<file path="src/rtl/cphase_out_pkg.sv">
package cphase_out_pkg;

  localparam int NUM_CHAN = 2;
  localparam int CH_HIGH  = 0;
  localparam int CH_LOW   = 1;

  typedef struct packed {
    logic takeLoad;
    logic takeShift;
    logic deadBusy;
    logic armed;
  } phaseStb_t;

endpackage

</file>
<file path="src/rtl/cphase_ctrl.sv">
module cphase_ctrl
  import cphase_out_pkg::*;
#(
  parameter int DEAD_W = 8
) (
  input  logic              clk,
  input  logic              rstN,
  input  logic              loadStb,
  input  logic              pulseEndStb,
  input  logic              triMode,
  input  logic [DEAD_W-1:0] deadCount,
  output phaseStb_t         stb
);

  logic [DEAD_W-1:0] deadCnt;
  logic              armedQ;
  logic              loadOk;
  logic              shiftOk;

  // A preload is refused in triangle mode and wins over a rotation on the same clock.
  assign loadOk  = loadStb & ~triMode;
  assign shiftOk = pulseEndStb & ~loadOk;

  always_ff @(posedge clk or negedge rstN) begin
    if (!rstN) begin
      deadCnt <= '0;
    end else if (loadOk) begin
      deadCnt <= '0;
    end else if (shiftOk) begin
      deadCnt <= deadCount;
    end else if (deadCnt != '0) begin
      deadCnt <= deadCnt - 1'b1;
    end
  end

  always_ff @(posedge clk or negedge rstN) begin
    if (!rstN) begin
      armedQ <= 1'b0;
    end else if (loadOk) begin
      armedQ <= 1'b1;
    end
  end

  always_comb begin
    stb.takeLoad  = loadOk;
    stb.takeShift = shiftOk;
    stb.deadBusy  = (deadCnt != '0);
    stb.armed     = armedQ;
  end

endmodule

</file>
<file path="src/rtl/cphase_gate.sv">
module cphase_gate (
  input  logic clk,
  input  logic rstN,
  input  logic armed,
  input  logic headBit,
  input  logic deadBusy,
  output logic pinN
);

  // A rise to the off level is immediate; a fall to the on level waits out the dead time.
  always_ff @(posedge clk or negedge rstN) begin
    if (!rstN) begin
      pinN <= 1'b1;
    end else if (!armed) begin
      pinN <= 1'b1;
    end else if (headBit) begin
      pinN <= 1'b1;
    end else if (!deadBusy) begin
      pinN <= 1'b0;
    end
  end

endmodule

</file>
<file path="src/rtl/cphase_dpath.sv">
module cphase_dpath
  import cphase_out_pkg::*;
#(
  parameter int PAT_DEPTH = 2
) (
  input  logic                                clk,
  input  logic                                rstN,
  input  phaseStb_t                           stb,
  input  logic [PAT_DEPTH-1:0]                patHi,
  input  logic [PAT_DEPTH-1:0]                patLo,
  output logic [NUM_CHAN-1:0][PAT_DEPTH-1:0]  patState,
  output logic                                phaseHiN,
  output logic                                phaseLoN
);

  logic [NUM_CHAN-1:0][PAT_DEPTH-1:0] patIn;
  logic [NUM_CHAN-1:0]                pinN;

  assign patIn[CH_HIGH] = patHi;
  assign patIn[CH_LOW]  = patLo;

  for (genvar ch = 0; ch < NUM_CHAN; ch++) begin : g_chan
    logic [PAT_DEPTH-1:0] slots;

    always_ff @(posedge clk or negedge rstN) begin
      if (!rstN) begin
        slots <= '1;
      end else if (stb.takeLoad) begin
        slots <= patIn[ch];
      end else if (stb.takeShift) begin
        slots <= {slots[0], slots[PAT_DEPTH-1:1]};
      end
    end

    assign patState[ch] = slots;

    cphase_gate u_gate (
      .clk      (clk),
      .rstN     (rstN),
      .armed    (stb.armed),
      .headBit  (slots[0]),
      .deadBusy (stb.deadBusy),
      .pinN     (pinN[ch])
    );
  end

  assign phaseHiN = pinN[CH_HIGH];
  assign phaseLoN = pinN[CH_LOW];

endmodule

</file>
<file path="src/rtl/cphase_out.sv">
module cphase_out
  import cphase_out_pkg::*;
#(
  parameter int DEAD_W    = 8,
  parameter int PAT_DEPTH = 2
) (
  input  logic                 clk,
  input  logic                 rstN,
  input  logic [PAT_DEPTH-1:0] patHi,
  input  logic [PAT_DEPTH-1:0] patLo,
  input  logic                 loadStb,
  input  logic                 pulseEndStb,
  input  logic [DEAD_W-1:0]    deadCount,
  input  logic                 triMode,
  output logic                 phaseHiN,
  output logic                 phaseLoN
);

  phaseStb_t                          stb;
  logic [NUM_CHAN-1:0][PAT_DEPTH-1:0] patState;

  cphase_ctrl #(.DEAD_W(DEAD_W)) u_ctrl (
    .clk         (clk),
    .rstN        (rstN),
    .loadStb     (loadStb),
    .pulseEndStb (pulseEndStb),
    .triMode     (triMode),
    .deadCount   (deadCount),
    .stb         (stb)
  );

  cphase_dpath #(.PAT_DEPTH(PAT_DEPTH)) u_dpath (
    .clk      (clk),
    .rstN     (rstN),
    .stb      (stb),
    .patHi    (patHi),
    .patLo    (patLo),
    .patState (patState),
    .phaseHiN (phaseHiN),
    .phaseLoN (phaseLoN)
  );

endmodule

</file>
<file path="config.mk">
export PLATFORM = sky130hd
export DESIGN_NAME = cphase_out
export DESIGN_NICKNAME = d
export VERILOG_FILES = /design/src/rtl/cphase_out_pkg.sv /design/src/rtl/cphase_ctrl.sv /design/src/rtl/cphase_gate.sv /design/src/rtl/cphase_dpath.sv /design/src/rtl/cphase_out.sv
export SDC_FILE = /design/constraint.sdc
export NUM_CORES = 1
export LEC_CHECK = 0
export BUFFER_PORTS_ARGS = -buffer_cell sky130_fd_sc_hd__buf_2
export CAP_MARGIN = 20
export CORE_AREA = 5 5 47 49
export CTS_CLUSTER_DIAMETER = 30
export DETAILED_ROUTE_END_ITERATION = 10
export DIE_AREA = 0 0 52 54
export PLACE_DENSITY = 0.78
export SYNTH_ARGS = -nofsm -noshare
export SYNTH_HDL_FRONTEND = slang
export SYNTH_SLANG_ARGS = --single-unit
</file>
<file path="constraint.sdc">
create_clock -name clk -period 1.99 [get_ports clk]
set_clock_uncertainty 0.05 [all_clocks]
set_input_delay 0.0995 -clock clk [delete_from_list [all_inputs] [get_ports clk]]
set_output_delay 0.0995 -clock clk [all_outputs]
set_load 0.02 [all_outputs]
</file>
==> results of run 1 <==
cell usage after synthesis, drive strengths merged:
cell    instances  area share
o211ai          1      0.0092
inv             4       0.018
clkbuf          3       0.014
a211oi          1       0.015
nand4b          1       0.011
o31ai           1      0.0092
nand4           1      0.0077
or3             1      0.0077
nor2            3       0.014
mux2i           5       0.061
ha              1       0.015
nand3b          3       0.028
nor4            1       0.026
xnor2           1       0.011
o21ai          10       0.061
buf             1      0.0061
dfrtp           9        0.28
nor3            4       0.031
xor2            1       0.011
a31oi           3       0.023
nand3           6       0.058
nor2b           1      0.0077
nand2b          4       0.031
nand2          10       0.046
dfstp           6        0.19
a21oi           2       0.012
metal layers:
| metal | GRT usage | share of wire |
|---|---|---|
| met1 | 0.1562 | 0.42 |
| met4 | 0.05677 | 0.0055 |
| met3 | 0.05263 | 0.040 |
| met5 | 0 | 0 |
| met2 | 0.2971 | 0.54 |
power by group through the flow:
stage                     combinational, mW  sequential, mW  clock [mW]
after floorplan                       0.117           0.400           0
after global placement                0.161           0.400           0
after detailed placement              0.168           0.404           0
after CTS                             0.181           0.398       0.192
after global routing                  0.203           0.405       0.204
final                                 0.179           0.398       0.182
final cells by class:
cell class / instances / area, um^2
clock inverter: 1 / 7.507
tap: 27 / 33.78
timing repair buffer: 26 / 170.2
inverter: 4 / 15.01
fill: 174 / 785.8
multi-input combinational: 61 / 404.1
clock buffer: 3 / 22.52
sequential: 15 / 382.9
metrics by stage:
| stage | cell area (um^2) | setup WS [ns] | power (mW) | hold WS [ns] |
|---|---|---|---|---|
| 3_3_place_gp | 925.9 | 0.4150 | 0.5613 | -0.03235 |
| 5_1_grt | 1036 | 0.1895 | 0.8116 | 0.06512 |
| 4_1_cts | 1036 | 0.3108 | 0.7712 | 0.01670 |
| 3_5_place_dp | 925.9 | 0.3578 | 0.5714 | -0.03370 |
| 6_report | 1036 | 0.3270 | 0.7589 | 0.02278 |
| 2_1_floorplan | 818.3 | 0.4623 | 0.5172 | -0.2461 |
worst max-delay path: cells and delay by family, from the launching register on:
kind                     cells  cell delay, ns
flip-flops                   1            0.44
adder cells (fa/ha/maj)      1            0.33
AND/OR/NAND/NOR              1            0.32
buffers and inverters        2            0.18
XOR/XNOR                     1            0.15
AO/OA/AOI/OAI                1            0.13
final timing paths:
kind | start | depth (start not counted) | endpoint
min in group asynchronous | rstN | 2 | u_ctrl.deadCnt[1]
setup reg to reg | u_ctrl.deadCnt[0] | 6 | u_ctrl.deadCnt[4]
hold / removal | deadCount[5] | 3 | u_ctrl.deadCnt[5]
max in group asynchronous | rstN | 2 | u_dpath.g_chan[0].slots[1]
hold reg to reg | u_ctrl.armedQ | 1 | u_dpath.g_chan[0].u_gate.pinN
setup / recovery | u_ctrl.deadCnt[0] | 6 | u_ctrl.deadCnt[4]
cell families after synthesis:
kind of cell               after synthesis  share of synthesized area
xor gates and xnor gates                 2                    0.02141
AOI/OAI and AO/OA                       18                     0.1300
DFF                                     15                     0.4679
and+or+nand+nor                         35                     0.2661
buffers and inverters                    8                    0.03821
muxes                                    5                    0.06116
adders and majority gates                1                    0.01529
sequential cells by signal (all words and copies together) (netlist names):
| signal | flops |
|---|---|
| u_ctrl.armedQ | 1 |
| u_dpath.g_chan.u_gate.pinN | 2 |
| u_ctrl.deadCnt | 8 |
| u_dpath.g_chan.slots | 4 |
==> qor.csv, run 1 <==
stage;metric;value;unit
floorplanning;Die X-Extent;52;um
final_layout;Layout Utilization;0.5687;
critical_path;Crit path largest cell delay;0.44;ns
final_layout;share of layout cells above drive strength 1;0.3000;
critical_path;Critical Path Start Type;flip-flop;
clock_network;clk sink count;15;
power;net switching share of the total power;0.3153;
route;total routed wirelength;1.805;mm
timing;final period utilization;0.8357;
critical_path;most frequent CP cell;inv_1;
global_route;initial antenna violation count;0;
place;GPL Wtd Cong;0.8282;
outcome;status;finished clean;
floorplanning;Initial Utilization;0.4492;
power;register share of total power;0.525;
floorplanning;die footprint;2808;um^2
clock_network;CTS Buf Count;3;
synthesis;sequential fraction of the synthesis area;0.4679;
critical_path;Worst setup EP type;flip-flop;
critical_path;worst-path maximum fanout;7;
clock_network;Worst-Skew Late Latency;0.29;ns
power;Int Pwr;0.5196;mW
floorplanning;core area;1822;um^2
timing;Max Fclk;601.3;MHz
floorplanning;die height;54;um
critical_path;Critical Path RT;2.16;ns
power;Leak;0.4456;nW
final_layout;Post-Layout Cell Count;137;
timing;Final setup violation count;0;
timing;pins over their slew limit;0;
final_layout;ant diodes;0;
timing;Worst-Margin Slew;0.6326;ns
critical_path;Slowest-stage cell, CP;dfrtp_1;
clock_network;setup bufs post-CTS;0;
power;maximum vdd ir drop;0.4389;mV
final_layout;most common cell after layout, fill and taps aside;buf_2;
timing;RSZ-0062 raised after global routing;false;
final_layout;area delta synth->final;26.61;%
route;DR vias/cell;5.168;
floorplanning;IO Count;19;
clock_network;CTS resizes;0;
run;Max Cap Violations;0;
timing;Min Clock Period, post-route;1.663;ns
synthesis;Synth Warn #;0;
place;Post-DP HPWL;1.332;mm
synthesis;Cell Area, Synth;818.3;um^2
critical_path;R2R setup slack;0.33;ns
clock_network;clk root buf;clkbuf_4;
power;part of the power in the clock network;0.240;
worst_hold_path;worst min path class;input port to flip-flop;
power;Combinational Power Share;0.236;
critical_path;WP data arrival;1.83;ns
place;DP Cell Count;125;
timing;Hold Vio Cnt, Final;0;
synthesis;register bit total from synthesis;15;
route;DRC;0;
global_route;pin count of the biggest net entering global routing;16;
clock_network;clock slew at reported path FFs;0.10;ns
route;Iter 0 DRT Violations;3;
route;DRT Pass-1 Iters;4;
final_layout;NumNets Final;129;
critical_path;critical path class;flip-flop to flip-flop;
final_layout;commonest cells after routing, fill and taps aside;buf_2 (18), nand2_1 (10), dfrtp_1 (9);
clock_network;CTS tree;built;
floorplanning;FP Rows;16;
global_route;total overflow reported by the global router;0;
global_route;GR Util All Layers;0.1560;
global_route;number of global-route vias before repair;784;
route;DR vias;708;
clock_network;CTS H-tree depth;1;
clock_network;Hold Buf Count CTS;8;
power;sw power;0.2393;mW
clock_network;Clock Path Buffers;2;
critical_path;crit-path cells;inv_1 -> ha_1 -> inv_1 -> or3_1 -> xor2_1 -> o21ai_1;
synthesis;Post-Synthesis Cells;84;
synthesis;Mapped Nets;102;
timing;Slew HR;0.5774;
place;port bufs;18;
power;Pwr Density;732.6;nW/um^2
synthesis;Post-Syn Area per Cell;9.741;um^2
timing;setup TNS;0;ns
global_route;global-route wire length before repair;3.167;mm
route;post-route antenna net violation count;0;
route;wire per inst;13.18;um
synthesis;number of distinct library cells after synthesis;30;
(Power assumes the default switching activity.)
==> run 2, diff against run 1 <==
==> constraint.sdc (replaced) <==
create_clock -name clk -period 1.74 [get_ports clk]
set_clock_uncertainty 0.05 [all_clocks]
set_input_delay 0.087 -clock clk [delete_from_list [all_inputs] [get_ports clk]]
set_output_delay 0.087 -clock clk [all_outputs]
set_load 0.02 [all_outputs]
==> run 2 against run 1 <==
Net effect: clock power increased by 9.9%; worst hold slack got worse by 0.012 ns; fmax increased by 11%; sequential power increased by 14%; first-iteration DRC count increased by 100%; clock-buffer cell count increased by 1; sequential share of layout area increased by 0.22 points; final area decreased by 0.60%.
==> qor.csv, run 2 (synthesized netlist as in run 1, its figures left out) <==
stage;metric;value;unit;change
timing;setup TNS;0;ns;unchanged
final_layout;most common cell after layout, fill and taps aside;buf_2;;unchanged
critical_path;Critical Path RT;1.89;ns;was 2.16 ns
power;Pwr Density;835.7;nW/um^2;was 732.6 nW/um^2
route;Iter 0 DRT Violations;6;;was 3
clock_network;Clock Path Buffers;2;;unchanged
critical_path;R2R setup slack;0.24;ns;was 0.33 ns
global_route;GR Util All Layers;0.1508;;was 0.1560
power;Overall Power;0.8606;mW;was 0.7589 mW
global_route;pin count of the biggest net entering global routing;16;;unchanged
final_layout;ant diodes;0;;unchanged
final_layout;area delta synth->final;25.84;%;was 26.61%
timing;Final setup violation count;0;;unchanged
timing;Slew HR;0.5716;;was 0.5774
critical_path;crit path from;u_ctrl.deadCnt[2];;was u_ctrl.deadCnt[0]
final_layout;NumNets Final;129;;unchanged
outcome;status;finished clean;;unchanged
timing;pins over their slew limit;0;;unchanged
clock_network;setup bufs post-CTS;0;;unchanged
place;Post-DP HPWL;1.275;mm;was 1.332 mm
route;wire per inst;12.98;um;was 13.18 um
timing;hold_ws;0.01053;ns;was 0.02278 ns
global_route;number of global-route vias before repair;722;;was 784
place;GPL Wtd Cong;0.8488;;was 0.8282
floorplanning;FP Rows;16;;unchanged
clock_network;clock slew at reported path FFs;0.09;ns;was 0.10 ns
clock_network;CTS Buf Count;3;;unchanged
final_layout;Top reg by flops;u_ctrl.deadCnt;;unchanged
worst_hold_path;worst min path class;input port to flip-flop;;unchanged
critical_path;CP bufs+invs;0;;was 2
clock_network;CTS H-tree depth;1;;unchanged
run;Max Cap Violations;0;;unchanged
route;DR vias;695;;was 708
clock_network;clk sink count;15;;unchanged
clock_network;CTS tree;built;;unchanged
place;port bufs;18;;unchanged
clock_network;clk root buf;clkbuf_4;;unchanged
floorplanning;core area;1822;um^2;unchanged
floorplanning;Die X-Extent;52;um;unchanged
timing;final period utilization;0.8605;;was 0.8357
critical_path;Worst path top cell family by delay;simple AND/OR/NAND/NOR gates;;was flip-flops
final_layout;Post-Layout Cell Count;137;;unchanged
timing;Worst-Margin Slew;0.6413;ns;was 0.6326 ns
power;maximum vdd ir drop;0.5923;mV;was 0.4389 mV
critical_path;worst-path maximum fanout;6;;was 7
floorplanning;die height;54;um;unchanged
final_layout;Layout Utilization;0.5652;;was 0.5687
floorplanning;IO Count;19;;unchanged
critical_path;Critical Path Start Type;flip-flop;;unchanged
floorplanning;Initial Utilization;0.4492;;unchanged
worst_hold_path;hold path start;deadCount[3];;was deadCount[5]
route;DRT Pass-1 Iters;4;;unchanged
route;total routed wirelength;1.778;mm;was 1.805 mm
timing;Hold Vio Cnt, Final;0;;unchanged
final_layout;commonest cells after routing, fill and taps aside;buf_2 (18), nand2_1 (10), dfrtp_1 (9);;unchanged
timing;Min Clock Period, post-route;1.497;ns;was 1.663 ns
route;DR vias/cell;5.073;;was 5.168
global_route;global-route wire length before repair;3.049;mm;was 3.167 mm
critical_path;crit-path cells;nor4_4 -> nand2_1 -> mux2i_1 -> o31ai_1;;was inv_1 -> ha_1 -> inv_1 -> or3_1 -> xor2_1 -> o21ai_1
final_layout;largest registers;u_ctrl.deadCnt x8, u_dpath.g_chan.slots x4, u_dpath.g_chan.u_gate.pinN x2;;unchanged
global_route;total overflow reported by the global router;0;;unchanged
power;Leak;0.4475;nW;was 0.4456 nW
critical_path;Worst setup EP type;flip-flop;;unchanged
timing;RSZ-0062 raised after global routing;false;;unchanged
final_layout;share of layout cells above drive strength 1;0.3000;;unchanged
timing;Max Fclk;667.9;MHz;was 601.3 MHz
critical_path;critical path class;flip-flop to flip-flop;;unchanged
route;DRC;0;;unchanged
critical_path;Crit path largest cell delay;0.47;ns;was 0.44 ns
floorplanning;die footprint;2808;um^2;unchanged
final_layout;Largest register FFs;8;;unchanged
clock_network;Worst-Skew Late Latency;0.29;ns;about the same
critical_path;worst r2r src;u_ctrl.deadCnt[2];;was u_ctrl.deadCnt[0]
global_route;initial antenna violation count;0;;unchanged
critical_path;Slowest-stage cell, CP;nor4_4;;was dfrtp_1
critical_path;WP data arrival;1.65;ns;was 1.83 ns
clock_network;CTS resizes;0;;unchanged
place;DP Cell Count;126;;was 125
route;post-route antenna net violation count;0;;unchanged
[run 2: changes by cell type in the layout (fill, tap and decap cells not counted), sizes merged]
cell and change:
buf +1, clkbuf +1, clkinvlp -1, dlygate4sd3 -1
[run 2: tightest hold or removal path: stages]
cell	delay (ns)
buf_2	0.08
nand3_1	0.06
o21ai_1	0.08
[run 2: power breakdown]
group | internal (mW) | switching, mW | leakage [nW]
logic | 0.0994 | 0.106 | 0.261
clock network | 0.0893 | 0.111 | 0.0150
registers | 0.409 | 0.0459 | 0.171
total | 0.597 | 0.263 | 0.447
[run 2: layout make-up]
type | count | area (um^2)
clock buffers | 4 | 26.28
fillers | 167 | 792.0
inverters | 4 | 15.01
multi-input cells | 61 | 404.1
flip-flops and latches | 15 | 382.9
well taps | 27 | 33.78
repair buffers | 26 | 167.7
[run 2: path summary, 6_finish.rpt]
check,end,depth (start not counted)
max reg2reg,u_ctrl.deadCnt[7],4
min in group asynchronous,u_ctrl.deadCnt[6],2
max,u_ctrl.deadCnt[7],4
min,u_ctrl.deadCnt[3],3
min reg2reg,u_dpath.g_chan[0].u_gate.pinN,1
max in group asynchronous,u_dpath.g_chan[1].u_gate.pinN,2
[run 2: timing repair]
| item | 4_1_cts | 5_1_grt |
|---|---|---|
| hold endpoints to repair | 21 | 0 |
| setup endpoints to repair | 0 | 0 |
| hold buffers | 7 | 0 |
[run 2: stage by stage]
stage | instance area, um^2 | worst slack, ns
floorplan | 818.3 | 0.2123
global placement | 933.4 | 0.2871
detailed placement | 933.4 | 0.2366
CTS | 1030 | 0.2295
global route | 1030 | 0.07164
finish | 1030 | 0.2427
[run 2: routing by layer]
metal / vias to the layer above / global-route usage / routed length (um)
met1: 326 / 0.1718 / 790
met5: - / 0 / 0
met2: 20 / 0.2699 / 874
met3: 3 / 0.03324 / 84
li1: 346 / - / -
met4: 0 / 0.06550 / 29
